### src/rtl/bscan_pkg.sv
package bscan_pkg;

  typedef enum logic [3:0] {
    PH_IDLE,
    PH_RST,
    PH_RTI,
    PH_IR_PRE,
    PH_IR_SH,
    PH_IR_POST,
    PH_DR_PRE,
    PH_DR_SH,
    PH_DR_POST,
    PH_FIN,
    PH_CMP
  } phase_e;

  localparam int unsigned IR_PRE_STEPS = 4;  // 1,1,0,0 : Idle -> Shift-IR
  localparam int unsigned DR_PRE_STEPS = 3;  // 1,0,0   : Idle -> Shift-DR
  localparam int unsigned POST_STEPS   = 2;  // 1,0     : Exit1 -> Update -> Idle

  function automatic int unsigned run_rises(input int unsigned rst_cyc,
                                            input int unsigned ir_len,
                                            input int unsigned nets);
    return rst_cyc + 1 + IR_PRE_STEPS + ir_len + POST_STEPS
           + 2 * (DR_PRE_STEPS + nets + POST_STEPS);
  endfunction

endpackage

### src/rtl/bscan_tck_div.sv
module bscan_tck_div #(
  parameter int unsigned HALF_DIV = 2
) (
  input  logic clk,
  input  logic rst_n,
  input  logic run,
  output logic tck,
  output logic rise_evt,
  output logic fall_evt
);

  logic wrap;

  generate
    if (HALF_DIV <= 1) begin : g_fast
      assign wrap = run;
    end else begin : g_count
      localparam int unsigned CW = $clog2(HALF_DIV);
      localparam logic [CW-1:0] LAST = CW'(HALF_DIV - 1);
      logic [CW-1:0] cnt;

      always_ff @(posedge clk) begin
        if (!rst_n || !run) cnt <= '0;
        else if (cnt == LAST) cnt <= '0;
        else cnt <= cnt + 1'b1;
      end

      assign wrap = run && (cnt == LAST);
    end
  endgenerate

  assign rise_evt = wrap && !tck;
  assign fall_evt = wrap && tck;

  always_ff @(posedge clk) begin
    if (!rst_n || !run) tck <= 1'b0;
    else if (wrap) tck <= ~tck;
  end

endmodule

### src/rtl/bscan_seq.sv
module bscan_seq
  import bscan_pkg::*;
#(
  parameter int unsigned NETS = 8,
  parameter int unsigned IR_LEN = 4,
  parameter logic [IR_LEN-1:0] IR_CODE = '0,
  parameter int unsigned RST_CYC = 5
) (
  input  logic            clk,
  input  logic            rst_n,
  input  logic            start,
  input  logic [NETS-1:0] drive_vec,
  input  logic            rise_evt,
  input  logic            fall_evt,
  output logic            start_acc,
  output logic            run_tck,
  output logic            tms,
  output logic            tdi,
  output logic            cap_en,
  output logic            cmp_go
);

  localparam int unsigned M1 = (RST_CYC > IR_LEN) ? RST_CYC : IR_LEN;
  localparam int unsigned M2 = (M1 > NETS) ? M1 : NETS;
  localparam int unsigned CNT_MAX = (M2 > IR_PRE_STEPS) ? M2 : IR_PRE_STEPS;
  localparam int unsigned CNT_W = $clog2(CNT_MAX + 1);

  phase_e            phase, phase_nx;
  logic [CNT_W-1:0]  cnt, limit;
  logic              last, rd;
  logic [IR_LEN-1:0] ir_rot;
  logic [NETS-1:0]   drv_rot;
  logic              tms_n, tdi_n;

  // Steps per phase (count - 1) and successor phase
  always_comb begin
    limit    = '0;
    phase_nx = phase;
    unique case (phase)
      PH_RST:     begin limit = CNT_W'(RST_CYC - 1);      phase_nx = PH_RTI;     end
      PH_RTI:     begin limit = '0;                       phase_nx = PH_IR_PRE;  end
      PH_IR_PRE:  begin limit = CNT_W'(IR_PRE_STEPS - 1); phase_nx = PH_IR_SH;   end
      PH_IR_SH:   begin limit = CNT_W'(IR_LEN - 1);       phase_nx = PH_IR_POST; end
      PH_IR_POST: begin limit = CNT_W'(POST_STEPS - 1);   phase_nx = PH_DR_PRE;  end
      PH_DR_PRE:  begin limit = CNT_W'(DR_PRE_STEPS - 1); phase_nx = PH_DR_SH;   end
      PH_DR_SH:   begin limit = CNT_W'(NETS - 1);         phase_nx = PH_DR_POST; end
      PH_DR_POST: begin
        limit    = CNT_W'(POST_STEPS - 1);
        phase_nx = rd ? PH_FIN : PH_DR_PRE;
      end
      default: ;
    endcase
  end

  assign last = (cnt == limit);

  // Pin values for the current step
  always_comb begin
    tms_n = 1'b0;
    tdi_n = 1'b0;
    unique case (phase)
      PH_RST:     tms_n = 1'b1;
      PH_IR_PRE:  tms_n = (cnt < CNT_W'(2));
      PH_IR_SH:   begin tms_n = last; tdi_n = ir_rot[0]; end
      PH_IR_POST: tms_n = (cnt == '0);
      PH_DR_PRE:  tms_n = (cnt == '0);
      PH_DR_SH:   begin tms_n = last; tdi_n = drv_rot[0]; end
      PH_DR_POST: tms_n = (cnt == '0);
      default: ;
    endcase
  end

  assign start_acc = start && (phase == PH_IDLE);
  assign run_tck   = (phase != PH_IDLE) && (phase != PH_CMP);
  assign cap_en    = rise_evt && (phase == PH_DR_SH) && rd;
  assign cmp_go    = (phase == PH_CMP);

  always_ff @(posedge clk) begin
    if (!rst_n) begin
      phase   <= PH_IDLE;
      cnt     <= '0;
      rd      <= 1'b0;
      ir_rot  <= '0;
      drv_rot <= '0;
      tms     <= 1'b1;
      tdi     <= 1'b0;
    end else if (start_acc) begin
      phase   <= PH_RST;
      cnt     <= '0;
      rd      <= 1'b0;
      ir_rot  <= IR_CODE;
      drv_rot <= drive_vec;
      tms     <= 1'b1;
      tdi     <= 1'b0;
    end else begin
      if (fall_evt) begin
        tms <= tms_n;
        tdi <= tdi_n;
        if (phase == PH_FIN) phase <= PH_CMP;
      end
      if (phase == PH_CMP) phase <= PH_IDLE;
      if (rise_evt && phase != PH_FIN) begin
        if (phase == PH_IR_SH) ir_rot <= {ir_rot[0], ir_rot[IR_LEN-1:1]};
        if (phase == PH_DR_SH) drv_rot <= {drv_rot[0], drv_rot[NETS-1:1]};
        if (last) begin
          cnt   <= '0;
          phase <= phase_nx;
          if (phase == PH_DR_POST) rd <= 1'b1;
        end else begin
          cnt <= cnt + 1'b1;
        end
      end
    end
  end

endmodule

### src/rtl/bscan_cmp.sv
module bscan_cmp #(
  parameter int unsigned NETS = 8
) (
  input  logic            clk,
  input  logic            rst_n,
  input  logic            start_acc,
  input  logic [NETS-1:0] expect_vec,
  input  logic [NETS-1:0] select_vec,
  input  logic            cap_en,
  input  logic            tdo,
  input  logic            cmp_go,
  output logic            done,
  output logic            pass,
  output logic [NETS-1:0] fault_mask
);

  logic [NETS-1:0] exp_q, sel_q, cap_q, diff;

  assign diff = (cap_q ^ exp_q) & sel_q;

  always_ff @(posedge clk) begin
    if (!rst_n) begin
      exp_q      <= '0;
      sel_q      <= '0;
      cap_q      <= '0;
      done       <= 1'b0;
      pass       <= 1'b0;
      fault_mask <= '0;
    end else begin
      done <= 1'b0;
      if (start_acc) begin
        exp_q <= expect_vec;
        sel_q <= select_vec;
      end
      if (cap_en) cap_q <= {tdo, cap_q[NETS-1:1]};  // first bit ends in bit 0
      if (cmp_go) begin
        fault_mask <= diff;
        pass       <= (diff == '0);
        done       <= 1'b1;
      end
    end
  end

endmodule

### src/rtl/bscan_net_tester.sv
module bscan_net_tester #(
  parameter int unsigned NETS = 8,
  parameter int unsigned IR_LEN = 4,
  parameter logic [IR_LEN-1:0] IR_CODE = 4'b0110,
  parameter int unsigned HALF_DIV = 2,
  parameter int unsigned RST_CYC = 5
) (
  input  logic            clk,
  input  logic            rst_n,
  input  logic            start,
  input  logic [NETS-1:0] drive_vec,
  input  logic [NETS-1:0] expect_vec,
  input  logic [NETS-1:0] select_vec,
  input  logic            tdo,
  output logic            tck,
  output logic            tms,
  output logic            tdi,
  output logic            done,
  output logic            pass,
  output logic [NETS-1:0] fault_mask
);

  logic start_acc, run_tck, rise_evt, fall_evt, cap_en, cmp_go;

  bscan_tck_div #(.HALF_DIV(HALF_DIV)) u_div (
    .clk      (clk),
    .rst_n    (rst_n),
    .run      (run_tck),
    .tck      (tck),
    .rise_evt (rise_evt),
    .fall_evt (fall_evt)
  );

  bscan_seq #(
    .NETS(NETS), .IR_LEN(IR_LEN), .IR_CODE(IR_CODE), .RST_CYC(RST_CYC)
  ) u_seq (
    .clk       (clk),
    .rst_n     (rst_n),
    .start     (start),
    .drive_vec (drive_vec),
    .rise_evt  (rise_evt),
    .fall_evt  (fall_evt),
    .start_acc (start_acc),
    .run_tck   (run_tck),
    .tms       (tms),
    .tdi       (tdi),
    .cap_en    (cap_en),
    .cmp_go    (cmp_go)
  );

  bscan_cmp #(.NETS(NETS)) u_cmp (
    .clk        (clk),
    .rst_n      (rst_n),
    .start_acc  (start_acc),
    .expect_vec (expect_vec),
    .select_vec (select_vec),
    .cap_en     (cap_en),
    .tdo        (tdo),
    .cmp_go     (cmp_go),
    .done       (done),
    .pass       (pass),
    .fault_mask (fault_mask)
  );

endmodule

### config.mk
export PLATFORM = sky130hd
export DESIGN_NAME = bscan_net_tester
export DESIGN_NICKNAME = d
export VERILOG_FILES = /design/src/rtl/bscan_pkg.sv /design/src/rtl/bscan_tck_div.sv /design/src/rtl/bscan_seq.sv /design/src/rtl/bscan_cmp.sv /design/src/rtl/bscan_net_tester.sv
export SDC_FILE = /design/constraint.sdc
export NUM_CORES = 1
export LEC_CHECK = 0
export ABC_AREA = 1
export BUFFER_PORTS_ARGS = -buffer_cell sky130_fd_sc_hd__buf_2
export CORE_MARGIN = 1.5
export CORE_UTILIZATION = 40
export CTS_CLUSTER_DIAMETER = 100
export DETAILED_ROUTE_END_ITERATION = 12
export GPL_ROUTABILITY_DRIVEN = 0
export SLEW_MARGIN = 40
export SYNTH_ARGS = -nofsm -noshare
export SYNTH_HDL_FRONTEND = slang
export SYNTH_SLANG_ARGS = --single-unit
### constraint.sdc
create_clock -name clk -period 2.5 [get_ports clk]
set_clock_uncertainty 0.2 [all_clocks]
set_input_delay 0.5 -clock clk [delete_from_list [all_inputs] [get_ports clk]]
set_output_delay 0.5 -clock clk [all_outputs]
set_load 0.1 [all_outputs]
=== Yosys cells after proc, flatten, opt, wreduce, memory -nomap -nowiden ===
Cells that the tools add are included.

* Flip-flop bits (word level): 59
* Input port bits: 28
* Output and inout bits: 13
* Logic and storage cells: 87

* Add/sub/neg operators: 2
* Order comparisons: 1
* Eq/ne operators: 15
* Mux-type cells: 19
* Bitwise logic cells: 4
* Reductions and logical operators: 29

{| class="wikitable"
|+ Operators by type and width
! kind !! count
|-
| 4-bit case mux with 8 select lines || 1
|-
| 4-bit 2-to-1 mux || 7
|-
| 8-bit 2-to-1 mux || 3
|-
| 4-bit by 3-bit == test with 1-bit output (second input constant) || 4
|-
| 3-bit case mux with 5 select lines || 1
|-
| 4-bit == test (second input constant) || 3
|-
| 11-bit != test (second input constant) || 1
|-
| 10-bit != test (second input constant) || 1
|-
| 2-bit OR reduction || 5
|-
| 3-bit 2-to-1 mux || 3
|-
| 8-bit AND || 1
|-
| 4-bit by 2-bit == test with 1-bit output (second input constant) || 2
|-
| 1-bit logical AND || 8
|-
| 4-bit logical NOT || 2
|-
| 8-bit logical NOT || 1
|-
| 4-bit != test (second input constant) || 2
|-
| 8-bit bitwise XOR || 1
|-
| 2-bit AND reduction || 3
|-
| 2-bit nonzero test || 3
|-
| 4-bit by 1-bit adder with 4-bit output (second input constant) || 1
|-
| 4-bit by 1-bit == test with 1-bit output (second input constant) || 1
|-
| 4-bit by 3-bit == test with 1-bit output || 1
|-
| 4-bit by 2-bit less-than comparator with 1-bit output (second input constant) || 1
|-
| 1-bit case mux with 4 select lines || 1
|-
| 9 further kinds || 13
|}

=== Logic depth before layout (Yosys ltp) ===
* Depth after elaboration: 9
* Mapped depth: 12
* Depth with buffers taken out: 12

=== Cells and area by module ===
Synthesis repeated with hierarchy kept, for this count alone.

* Cells, all modules: 395
* Area, all modules: 2929.1 sq um

{| class="wikitable"
|+ By module, submodules not included
! module !! instances !! cells an instance !! area each (sq um) !! seq. area each (sq um)
|-
| bscan_seq || 1 || 213 || 1535.2 || 460.4
|-
| bscan_cmp || 1 || 169 || 1300.0 || 680.7
|-
| bscan_tck_div || 1 || 13 || 93.8 || 40.0
|}

=== Worst setup path before layout ===
No wires, ideal clock.

* Path kind: register -> register
* From: register u_div.tck
* To: register u_seq.drv_rot[1]
* Data arrival time: 1.803 ns
* Required time: 2.184 ns
* Setup slack: 0.381 ns
* Stages on the path, launching flop included: 6
* Buffers on the path: 1
* Clock period less this slack: 2.119 ns
* Cells stage by stage: dfxtp_1 > nor3_4 > a21oi_2 > inv_2 > buf_6 > o211a_1

* Cells in the longest elaborated chain, start to end: 5

{| class="wikitable"
|+ Ends and longest elaborated chain
! element !! RTL line !! text
|-
| from (decl) || bscan_tck_div.sv:7 || <nowiki>output logic tck,</nowiki>
|-
| from (signal assigned) || bscan_tck_div.sv:37 || <nowiki>else if (wrap) tck <= ~tck;</nowiki>
|-
| 1-bit logical NOT || bscan_tck_div.sv:32 || <nowiki>assign rise_evt = wrap && !tck;</nowiki>
|-
| 1-bit logical AND || bscan_tck_div.sv:32 ||
|-
| 1-bit logical AND || bscan_seq.sv:102 || <nowiki>if (rise_evt && phase != PH_FIN) begin</nowiki>
|-
| 2-bit nonzero test (no source line) || -- ||
|-
| 2-bit AND reduction (no source line) || -- ||
|-
| to (signal assigned) || bscan_seq.sv:92 || <nowiki>drv_rot <= drive_vec;</nowiki>
|-
| to (signal assigned) || bscan_seq.sv:104 || <nowiki>if (phase == PH_DR_SH) drv_rot <= {drv_rot[0], drv_rot[NETS-1:1]};</nowiki>
|-
| to (decl) || bscan_seq.sv:32 || <nowiki>logic [NETS-1:0] drv_rot;</nowiki>
|}

Every way passes these cells.
A chain may end at the register's enable or synchronous reset.

=== Worst setup path after layout ===
* From: register u_seq.phase[3]
* To: register u_seq.drv_rot[1]

* Cells in the longest elaborated chain, start to end: 7
* Elaborated cells on any way between the ends: 14
* Those cells by class: eq/ne (3); mux (1); reduce/logical (10)

{| class="wikitable"
|+ Ends and longest elaborated chain
! element !! RTL line !! text
|-
| from (decl) || bscan_seq.sv:28 || <nowiki>phase_e phase, phase_nx;</nowiki>
|-
| from (signal assigned) || bscan_seq.sv:107 || <nowiki>phase <= phase_nx;</nowiki>
|-
| 4-bit != test / 4-bit nonzero test (equally long branches) || bscan_seq.sv:74 || <nowiki>assign run_tck = (phase != PH_IDLE) && (phase != PH_CMP);</nowiki>
|-
| 1-bit logical AND || bscan_seq.sv:74 ||
|-
| 1-bit logical AND || bscan_tck_div.sv:28 || <nowiki>assign wrap = run && (cnt == LAST);</nowiki>
|-
| 1-bit logical AND || bscan_tck_div.sv:32 ||
|-
| 1-bit logical AND || bscan_seq.sv:102 ||
|-
| 2-bit nonzero test (no source line) || -- ||
|-
| 2-bit AND reduction (no source line) || -- ||
|}

Several ways; a longest one is shown, not always the timed one.

==> summary.txt <==
#FFs+latches synth - 59
filler instances - 690
Diodes inserted - 0
unrepaired setup endpoints after global routing - no
VDD IR-drop max - 0.339 mV
xor/xnor share of the synthesized area - 0.331%
Worst EP required - 2.52 ns
Area after DPL - 2930 um2
vias per cell - 4.91
worst hold path cell count - 3
largest area contributor in the netlist - dfxtp_1
post-synthesis mux area share - 0%
Top Layer Used - met4
Die Y - 84.4 um
Cells after Synth - 377
Post-Synth Adder-Cell Area - 0.944%
Leakage - 0.00142 uW
CP startpoint kind - register
Port Buf Inserts - 40
final net count - 451
chip width - 84.4 um
met3 WL - 213 um
Initial Utilization - 41.5%
Site Rows - 29
Max-Cap Viols - 0
crit path time final - 2.04 ns
cts bufs inserted - 9
Final Cycle Share - 81.7%
pre-CTS WS - 0.462 ns
Worst Reg-to-Reg Cells - 8
fin. max-slew vios - 0
first-pass GRT wire length - 10.2 mm
Post-CTS Resized - 0
max_slew headroom - 62.8%
synthesized cell area - 2650 um2
CTS tree - done
Area Overhead vs Synth - 18.6%
largest net degree at the start of global routing - 24
worst-path maximum fanout - 13
global route overflow - 0
Root Buffer - clkbuf_8
met2 wire length - 2.60 mm
Bufs on Longest Clock Path - 2
Distinct cells, synth - 32
largest family of logic cells by synthesized area - simple AND/OR/NAND/NOR gates
TritonRoute pass-1 iters - 4
Die ar. - 7120 um2
Synth top area share - 44.6%
layout cells sized above 1 - 16.9%
post-CTS setup buffer count - 0
worst-skew pair later-pin latency - 0.33 ns
outcome - finished, final reports clean
hold_buf cts - 0
Boundary Pins - 41
Setup TNS - 0 ns
WS Path Type - register to register
initial antenna violation count - 0
Setup WS post-layout - 0.457 ns
Clock transition at path regs - 0.08 ns
core area - 6390 um2
endpoints failing hold - 0
Ys Warns - 0
gr usage total - 18.0%
Fin Hold WS - 0.204 ns
Final setup viols - 0
vias in the first global route - 2271
Final HPWL DP - 4.32 mm
fin area - 3140 um2
Vias - 2465
DRT met1 WL - 3.08 mm
antenna-violating nets left - 0
H-tree depth - 3
# DRC - 0
Worst Hold Class - input port to register
crit path capture type - register
initial DRC count - 139
syn nets - 407
clk sinks - 59
Synth Area in Compound Gates - 18.0%
critical path data arrival time - 2.06 ns
WL final - 5.94 mm
post-synthesis simple-gate area fraction - 28.8%
Worst Max-Slew Pin Slew - 0.555 ns
synthesized area per cell - 7.03 um2
Fmax - 490 MHz
top cells by area, synth - dfxtp_1 (45%), nand2_1 (14%), a21oi_1 (7.9%)
P per Cell Area - 688 nW/um2
DR WL/cell - 11.8 um
sequential-to-total area share from yosys stat - 44.6%
==> critical path, cell delays in order, from the launching register on <==
cell     delay [ns]
dfxtp_1        0.41
nor2_1         0.12
nand2_1        0.12
nand3_2        0.11
nor3_4         0.41
a21oi_2        0.15
inv_2          0.20
nand3_1        0.10
o211a_1        0.11
==> metal layers <==
metal  vias to the layer above  track usage, %
li1                       1315               -
met1                      1103            24.1
met2                        42            27.7
met3                         5            4.92
met4                         0            7.04
met5                         -               0
==> synth_stat cells <==
cell and count:
a211oi_1 2, a21oi_1 42, a21oi_2 1, a22oi_1 1
and2_1 1, buf_2 2, buf_6 1, clkbuf_1 9
clkinv_1 1, dfxtp_1 59, ha_1 2, inv_1 31
inv_2 5, nand2_1 101, nand2_2 1, nand3_1 15
nand3_2 1, nand3_4 1, nand4_1 3, nand4_2 1
nor2_1 49, nor2_4 1, nor3_1 4, nor3_4 1
o211a_1 6, o211ai_1 1, o21a_1 1, o21ai_0 30
o21ai_1 1, o22ai_1 1, or2_0 1, xor2_1 1
==> state kept, by name, indices dropped and copies added (netlist names), 4 cells and up <==
register	cells
u_seq.drv_rot	8
u_seq.ir_rot	4
u_cmp.cap_q	8
u_cmp.sel_q	8
u_seq.cnt	4
u_cmp.exp_q	8
u_seq.phase	4
u_cmp.fault_mask	8
==> final cells by class <==
cell class | count | area [um2] | share of cell area (%)
tap | 77 | 96.3 | 3.06
multi-input combinational | 269 | 1270 | 40.5
sequential | 59 | 1180 | 37.6
inverter | 37 | 139 | 4.42
clock buffer | 10 | 138 | 4.38
clock inverter | 5 | 77.6 | 2.47
timing repair buffer | 45 | 238 | 7.56
==> worst paths after layout <==
path / from / end / slack, ns
hold reg to reg: u_cmp.sel_q[5] / u_cmp.sel_q[5] / 0.25
setup reg to reg: u_seq.phase[3] / u_seq.drv_rot[1] / 0.46
hold / removal: expect_vec[3] / u_cmp.exp_q[3] / 0.20
setup / recovery: u_seq.phase[3] / u_seq.drv_rot[1] / 0.46
==> per-stage QoR <==
| stage | total power, uW | std cells | util [%] |
|---|---|---|---|
| 6_report | 2160 | 502 | 49.2 |
| 5_1_grt | 2260 | 502 | 49.2 |
| 4_1_cts | 2180 | 502 | 49.2 |
| 3_5_place_dp | 1230 | 487 | 45.9 |
| 3_3_place_gp | 1230 | 487 | 45.9 |
| 2_1_floorplan | 1170 | 377 | - |
==> power by group <==
group          internal (uW)  switching [uW]  total [uW]
clock                    579             380         959
combinational           76.8             124         200
sequential               982            22.5        1000
==> cell families after synthesis <==
kind of cell	after synthesis
DFF	59
AOI/OAI and AO/OA	86
adders and majority gates	2
buffers and inverters	49
xor gates and xnor gates	1
and+or+nand+nor	180
==> cells in the final DEF (no fill, tap or decap) <==
cell,netlist,final
nor3_1,4,4
nand2_1,101,101
nand3_2,1,1
bufinv_16,0,2
o21a_1,1,1
clkinvlp_4,0,1
o22ai_1,1,1
and2_1,1,1
ha_1,2,2
clkinv_2,0,2
o21ai_0,30,30
nand4_1,3,3
nand2_2,1,1
nand4_2,1,1
nor3_4,1,1
o211a_1,6,6
inv_2,5,5
dfxtp_1,59,59
a22oi_1,1,1
inv_1,31,31
nand3_1,15,15
nand3_4,1,1
a21oi_1,42,42
buf_2,2,40
o211ai_1,1,1
clkinv_1,1,1
clkbuf_8,0,10
nor2_1,49,49
or2_0,1,1
o21ai_1,1,1
buf_4,0,5
nor2_4,1,1
xor2_1,1,1
a21oi_2,1,1
a211oi_1,2,2
Power figures use the tool's default switching activity.
